## src/rtl/tsf_pkg.sv

```systemverilog
// Package: shared definitions for the triggered sample FIFO.
// Assumes: nothing beyond IEEE 1800-2017.
package tsf_pkg;

    // Mode selector values, taken from the cfg_cont pin
    typedef enum logic {
        TSF_SINGLE = 1'b0,
        TSF_CONT   = 1'b1
    } tsf_mode_e;

endpackage

```

## src/rtl/tsf_store.sv

```systemverilog
// Module: tsf_store
// Circular storage with read and write positions and an occupancy count.
// A write into a full buffer overwrites the oldest entry and moves the read
// position along with it. A read from an empty buffer changes nothing. The
// empty and full state seen when a read is sampled is returned with the data.
// Assumes: DEPTH is a power of two, so the positions wrap naturally.
module tsf_store #(
    parameter int DW    = 12,
    parameter int DEPTH = 16,
    localparam int AW   = $clog2(DEPTH),
    localparam int CW   = AW + 1
) (
    input  logic          clk,
    input  logic          rst_n,
    input  logic          wr_en,
    input  logic [DW-1:0] wr_data,
    input  logic          rd_en,
    output logic [DW-1:0] rd_data,
    output logic          rd_was_empty,
    output logic          rd_was_full,
    output logic [CW-1:0] count,
    output logic          empty,
    output logic          full
);

    localparam logic [CW-1:0] FULL_CNT = CW'(DEPTH);

    logic [DW-1:0] mem [DEPTH];
    logic [AW-1:0] wr_pos;
    logic [AW-1:0] rd_pos;
    logic [CW-1:0] cnt;
    logic          take;      // read that actually returns a word
    logic          overrun;   // write that lands on the oldest entry

    assign empty   = (cnt == '0);
    assign full    = (cnt == FULL_CNT);
    assign count   = cnt;
    assign take    = rd_en && !empty;
    assign overrun = wr_en && full;

    // Store each incoming sample at the write position
    always_ff @(posedge clk) begin
        if (wr_en)
            mem[wr_pos] <= wr_data;
    end

    // Move the read and write positions forward; the read position moves at most one step per cycle
    always_ff @(posedge clk) begin
        if (!rst_n) begin
            wr_pos <= '0;
            rd_pos <= '0;
        end else begin
            if (wr_en)
                wr_pos <= wr_pos + 1'b1;
            if (take || overrun)
                rd_pos <= rd_pos + 1'b1;
        end
    end

    // Keep the occupancy; an overrun holds it at the full value
    always_ff @(posedge clk) begin
        if (!rst_n)
            cnt <= '0;
        else if (overrun)
            cnt <= cnt;
        else if (wr_en && !take)
            cnt <= cnt + 1'b1;
        else if (take && !wr_en)
            cnt <= cnt - 1'b1;
    end

    // Latch the returned word and the flags that go with it
    always_ff @(posedge clk) begin
        if (!rst_n) begin
            rd_data      <= '0;
            rd_was_empty <= 1'b0;
            rd_was_full  <= 1'b0;
        end else if (rd_en) begin
            if (take)
                rd_data <= mem[rd_pos];
            rd_was_empty <= empty;
            rd_was_full  <= full;
        end
    end

    assert_count_bound_R2: assert property (@(posedge clk) disable iff (!rst_n)
        cnt <= FULL_CNT);

    assert_empty_read_R9: assert property (@(posedge clk) disable iff (!rst_n)
        (rd_en && empty && !wr_en) |=> (cnt == '0 && $stable(rd_pos) && $stable(rd_data)));

    assert_full_overwrite_R10: assert property (@(posedge clk) disable iff (!rst_n)
        (wr_en && full) |=> (full && rd_pos == $past(rd_pos) + 1'b1));

    assert_flags_with_data_R11: assert property (@(posedge clk) disable iff (!rst_n)
        rd_en |=> (rd_was_empty == $past(empty) && rd_was_full == $past(full)));

endmodule

```

## src/rtl/tsf_trigger.sv

```systemverilog
// Module: tsf_trigger
// Counts the samples of the current set and fires a trigger when the count
// reaches the programmed level. It drives the interrupt, the pulse that starts
// the next conversion set and the trigger pointer, in either mode.
// Assumes: level is between 1 and DEPTH and does not change while sets run.
module tsf_trigger
    import tsf_pkg::*;
#(
    parameter int DEPTH = 16,
    localparam int AW   = $clog2(DEPTH),
    localparam int CW   = AW + 1
) (
    input  logic          clk,
    input  logic          rst_n,
    input  tsf_mode_e     mode,
    input  logic [CW-1:0] level,
    input  logic          wr_en,
    input  logic          rd_en,
    output logic          irq,
    output logic          conv_start,
    output logic [AW-1:0] trig_ptr
);

    logic          boot;      // first cycle after reset: start the first set
    logic          waiting;   // single-shot: trigger fired, host not yet reading
    logic [CW-1:0] set_cnt;
    logic          trig;
    logic          release_s; // single-shot: read that restarts conversion
    logic          restart;   // a new set begins at this edge (not the first one)

    assign trig      = wr_en && !waiting && (set_cnt + 1'b1 == level);
    assign release_s = (mode == TSF_SINGLE) && waiting && rd_en;
    assign restart   = ((mode == TSF_CONT) && trig) || release_s;

    // Count the writes that belong to the running set
    always_ff @(posedge clk) begin
        if (!rst_n)
            set_cnt <= '0;
        else if (trig)
            set_cnt <= '0;
        else if (wr_en && !waiting)
            set_cnt <= set_cnt + 1'b1;
    end

    // Single-shot wait state: entered at the trigger, left at the host's first read
    always_ff @(posedge clk) begin
        if (!rst_n)
            waiting <= 1'b0;
        else if (mode == TSF_SINGLE && trig)
            waiting <= 1'b1;
        else if (release_s)
            waiting <= 1'b0;
    end

    // Start pulse: once after reset, then at every restart
    always_ff @(posedge clk) begin
        if (!rst_n) begin
            boot       <= 1'b1;
            conv_start <= 1'b0;
        end else begin
            boot       <= 1'b0;
            conv_start <= boot || restart;
        end
    end

    // Interrupt: set by a trigger, cleared by the mode's own rule
    always_ff @(posedge clk) begin
        if (!rst_n)
            irq <= 1'b0;
        else if (trig)
            irq <= 1'b1;
        else if (mode == TSF_SINGLE && release_s)
            irq <= 1'b0;
        else if (mode == TSF_CONT && (wr_en || rd_en))
            irq <= 1'b0;
    end

    // Trigger pointer: moves forward by one set length at every restart
    always_ff @(posedge clk) begin
        if (!rst_n)
            trig_ptr <= '0;
        else if (restart)
            trig_ptr <= trig_ptr + AW'(level);
    end

    assert_irq_after_write_R3: assert property (@(posedge clk) disable iff (!rst_n)
        $rose(irq) |-> $past(wr_en));

    assert_single_hold_R4: assert property (@(posedge clk) disable iff (!rst_n)
        (mode == TSF_SINGLE && waiting && !rd_en) |=> !conv_start);

    assert_single_release_R5: assert property (@(posedge clk) disable iff (!rst_n)
        (mode == TSF_SINGLE && waiting && rd_en) |=> (conv_start && !irq));

    assert_ptr_moves_on_start_R6: assert property (@(posedge clk) disable iff (!rst_n)
        !$stable(trig_ptr) |-> conv_start);

    assert_cont_restart_R7: assert property (@(posedge clk) disable iff (!rst_n)
        (mode == TSF_CONT && $rose(irq)) |-> conv_start);

    assert_cont_read_clear_R8: assert property (@(posedge clk) disable iff (!rst_n)
        (mode == TSF_CONT && irq && rd_en && !wr_en) |=> !irq);

endmodule

```

## src/rtl/trig_sample_fifo.sv

```systemverilog
// Module: trig_sample_fifo (top)
// Triggered circular sample FIFO: storage with overwrite-on-full, plus
// set counting with a mode-dependent interrupt and conversion restart.
// Assumes: DEPTH is a power of two; cfg_level is in 1..DEPTH; the mode and
// level are set while the block is in reset and stay fixed afterwards.
module trig_sample_fifo
    import tsf_pkg::*;
#(
    parameter int DW    = 12,
    parameter int DEPTH = 16,
    localparam int AW   = $clog2(DEPTH),
    localparam int CW   = AW + 1
) (
    input  logic          clk,
    input  logic          rst_n,
    input  logic          cfg_cont,
    input  logic [CW-1:0] cfg_level,
    input  logic          smp_valid,
    input  logic [DW-1:0] smp_data,
    output logic          conv_start,
    input  logic          rd_req,
    output logic [DW-1:0] rd_data,
    output logic          rd_was_empty,
    output logic          rd_was_full,
    output logic          stat_empty,
    output logic          stat_full,
    output logic [CW-1:0] stat_count,
    output logic          dav_irq,
    output logic [AW-1:0] trig_ptr
);

    tsf_mode_e mode;

    assign mode = cfg_cont ? TSF_CONT : TSF_SINGLE;

    tsf_store #(.DW(DW), .DEPTH(DEPTH)) u_store (
        .clk          (clk),
        .rst_n        (rst_n),
        .wr_en        (smp_valid),
        .wr_data      (smp_data),
        .rd_en        (rd_req),
        .rd_data      (rd_data),
        .rd_was_empty (rd_was_empty),
        .rd_was_full  (rd_was_full),
        .count        (stat_count),
        .empty        (stat_empty),
        .full         (stat_full)
    );

    tsf_trigger #(.DEPTH(DEPTH)) u_trigger (
        .clk        (clk),
        .rst_n      (rst_n),
        .mode       (mode),
        .level      (cfg_level),
        .wr_en      (smp_valid),
        .rd_en      (rd_req),
        .irq        (dav_irq),
        .conv_start (conv_start),
        .trig_ptr   (trig_ptr)
    );

    assert_reset_clear_R1: assert property (@(posedge clk)
        !rst_n |=> (stat_count == '0 && !dav_irq && trig_ptr == '0));

endmodule

```

## config.mk

```make
export PLATFORM = sky130hd
export DESIGN_NAME = trig_sample_fifo
export DESIGN_NICKNAME = d
export VERILOG_FILES = /design/src/rtl/tsf_pkg.sv /design/src/rtl/tsf_store.sv /design/src/rtl/tsf_trigger.sv /design/src/rtl/trig_sample_fifo.sv
export SDC_FILE = /design/constraint.sdc
export NUM_CORES = 1
export LEC_CHECK = 0
export BUFFER_PORTS_ARGS = -buffer_cell sky130_fd_sc_hd__buf_2
export CAP_MARGIN = 15
export CORE_MARGIN = 3
export CORE_UTILIZATION = 50
export DETAILED_ROUTE_END_ITERATION = 7
export PLACE_DENSITY = 0.79
export SYNTH_ARGS = -nofsm -noshare
export SYNTH_HDL_FRONTEND = slang
export SYNTH_SLANG_ARGS = --single-unit
```

## constraint.sdc

```tcl
create_clock -name clk -period 3.4 [get_ports clk]
set_input_delay 0.85 -clock clk [delete_from_list [all_inputs] [get_ports clk]]
set_output_delay 0.85 -clock clk [all_outputs]
set_load 0.02 [all_outputs]
```

==> results.json <==
{
  "clockRootBuffer": "clkbuf_16",
  "setup_viol": 0,
  "first_pass_iters": 5,
  "grt_usage_pct": 18.6,
  "post-route-min-period_ns": 3.00,
  "crit_start": "u_store.count[0]",
  "ys_warn_count": 0,
  "ys_ff_latch": 232,
  "syn_avg_cell_area_um2": 17.9,
  "power_density_nw_per_um2": 699,
  "regArea_um2": 6570,
  "synth.distinct_cells": 46,
  "path_clk_slew_ns": 0.06,
  "worstSetupEndpoint": "u_store.count[4]",
  "seq_area_frac_synth_pct": 70.6,
  "rr_endpoint": "u_store.count[4]",
  "tns_ns": 0,
  "slew_headroom_pct": 22.6,
  "synthCells": 519,
  "synth_edf_count": 192,
  "syn-num-nets": 556,
  "path_cells": "or4_1, o21ai_2, ha_1, inv_1, fa_1, a21o_1, a21oi_1, xnor2_1, or3_1, a21oi_1",
  "mostFrequentLayoutCell": "edfxtp_1",
  "fillers": 1274,
  "grt_pass1_vias": 5024,
  "path_max_fanout": 7,
  "grt_first_pass_wirelength_mm": 28.6,
  "final_cell_mix": "edfxtp_1 (192), mux4_2 (60), buf_2 (48)",
  "rsz0062_at_grt": "no",
  "cp_data_arrival_time_ns": 3.46,
  "antenna_found_initial": 0,
  "rr_startpoint": "u_store.count[0]",
  "port_buffers": 48,
  "setup.worst_path.start_class": "flop",
  "synth_flop_cell": "edfxtp_1",
  "skew_ns": 0.0158,
  "cts_made_buffers": 24,
  "endpoint_kind": "flop",
  "leakagePower_nw": 3.57,
  "fp.dieW_um": 142,
  "core_area_um2": 18100,
  "critical_path.top_delay_family": "simple AND/OR/NAND/NOR gates",
  "vias": 4783,
  "finalNetCount": 612,
  "drtAntennaViolNets": 0,
  "cts_buffer_depth": 3,
  "diodes": 0,
  "max_cap_viol_count": 0,
  "hold_viol": 0,
  "stdcell_count": 822,
  "htreeDepth": 1,
  "vias_per_cell": 5.82,
  "cts_resized": 0,
  "critPathBufInv": 1,
  "tightest_slew_ns": 1.16,
  "start_util_pct": 51.4,
  "crit_top_cell": "a21oi_1",
  "pin_count": 49,
  "cts_num_sinks": 232,
  "die_area_um2": 20300,
  "cts_hold_buf": 0,
  "ff2ff_path_depth": 10,
  "critPathSlowestCell": "or4_1",
  "final_core_util_pct": 58.4,
  "wirelength_mm": 18.4,
  "min_path_type": "flop to flop",
  "synthesis.area_um2": 9300,
  "place_congestion": 0.847,
  "die_h_um": 142,
  "holdWs_ns": 0.435,
  "drc": 0,
  "dp.cells": 778,
  "dp_hpwl_mm": 10.7,
  "wl_per_cell_um": 22.4,
  "overflow": 0,
  "drive_above_1_share_pct": 26.5,
  "first_iter_violations": 411,
  "vdd_drop_max_mv": 0.363,
  "syn_to_final_growth_pct": 13.6,
  "cp_slowest_stage_delay_ns": 0.61,
  "drv_slew": 0,
  "cts_tree": "yes",
  "period_share_pct": 88.4,
  "ys_async_sr_fraction_pct": 0,
  "multi_input_area_um2": 2540,
  "postCtsSetupRepairBufs": 0,
  "cp.depth": 10,
  "required_ns": 3.85,
  "grt_max_degree": 52,
  "power_w": 0.00738,
  "fmax_mhz": 333,
  "worstSetupPathType": "flop to flop",
  "status": "finished, final reports clean",
  "r2r_slack_ns": 0.40,
  "clkLatencyLatePin_ns": 0.52,
  "fp-row-count": 49
}
-- where the power goes --
group | leakage, nW | internal (W) | switching (W) | total (W)
clock network | 0.394 | 0.00154 | 0.00106 | 0.00260
logic | 1.11 | 0.000707 | 0.000757 | 0.00146
registers | 2.06 | 0.00320 | 0.000118 | 0.00332
-- per-stage QoR --
step	area [µm²]	setup WS (ns)
6_report	10600	0.395
5_1_grt	10600	0.206
4_1_cts	10600	0.395
3_5_place_dp	9760	0.421
3_3_place_gp	9760	0.532
2_1_floorplan	9300	0.590
-- worst min-delay path, cell delays in order (launching register included) --
cell	delay (ns)
dfxtp_1	0.29
inv_1	0.04
a21oi_1	0.05
-- synthesized netlist by cell type (3+ instances only) --
master	number	area share [%]
a21oi_1	12	0.65
and2_1	18	1.2
buf_4	6	0.48
clkbuf_1	13	0.52
clkinv_1	12	0.48
dfxtp_1	40	8.6
edfxtp_1	192	62
ha_1	13	1.7
inv_1	10	0.40
mux2i_1	7	0.75
mux4_2	60	15
nand2_1	30	1.2
nand2b_1	3	0.20
nand3_1	6	0.32
nand4_1	4	0.27
nor2_1	23	0.93
o21ai_0	6	0.32
o21ai_1	13	0.70
xnor2_1	13	1.2
xor2_1	7	0.66
-- cell families after synthesis --
logic type / Yosys count / synth area share [%]
mux: 67 / 15.3
fa+ha+maj: 15 / 2.18
buf+inv: 43 / 2.01
flops: 232 / 70.6
xor+xnor: 20 / 1.88
simple gates: 100 / 5.38
compound gates: 42 / 2.62
-- routing by layer --
metal / vias to the layer above / global-route usage (%) / share of wire, %
li1: 2128 / - / -
met1: 2396 / 23.8 / 37
met2: 212 / 32.0 / 52
met3: 47 / 3.46 / 7.6
met4: 0 / 6.75 / 2.9
met5: - / 0 / 0
-- cell type report --
| type | count | share of cell area, % |
|---|---|---|
| Tap cell | 229 | 2.71 |
| Inverter | 22 | 0.782 |
| Timing Repair Buffer | 51 | 2.61 |
| Sequential cell | 232 | 62.2 |
| Clock buffer | 36 | 6.78 |
| Clock inverter | 8 | 0.829 |
| Multi-Input combinational cell | 244 | 24.1 |
-- flip-flops by register name, summed over array words and instances (netlist names) --
| register | cells |
|---|---|
| u_trigger.trig_ptr | 4 |
| u_store.wr_pos | 4 |
| u_trigger.boot | 1 |
| u_trigger.irq | 1 |
| u_store.rd_was_full | 1 |
| u_trigger.conv_start | 1 |
| u_store.rd_pos | 4 |
| u_trigger.waiting | 1 |
| u_store.rd_was_empty | 1 |
| u_store.mem | 192 |
| u_store.rd_data | 12 |
| u_store.count | 5 |
| u_trigger.set_cnt | 5 |
-- how the worst min path moves through the flow --
stage | from | to | slack, ns | cells past startpoint
CTS | u_trigger.boot | u_trigger.conv_start | 0.44 | 2
global route | u_trigger.boot | u_trigger.conv_start | 0.45 | 2
detailed placement | u_trigger.boot | u_trigger.conv_start | 0.43 | 2
floorplan | u_trigger.boot | u_trigger.conv_start | 0.41 | 2
global placement | u_trigger.boot | u_trigger.conv_start | 0.42 | 2
finish | u_trigger.boot | u_trigger.conv_start | 0.44 | 2
Note: power is estimated with default switching activity, not from simulation.
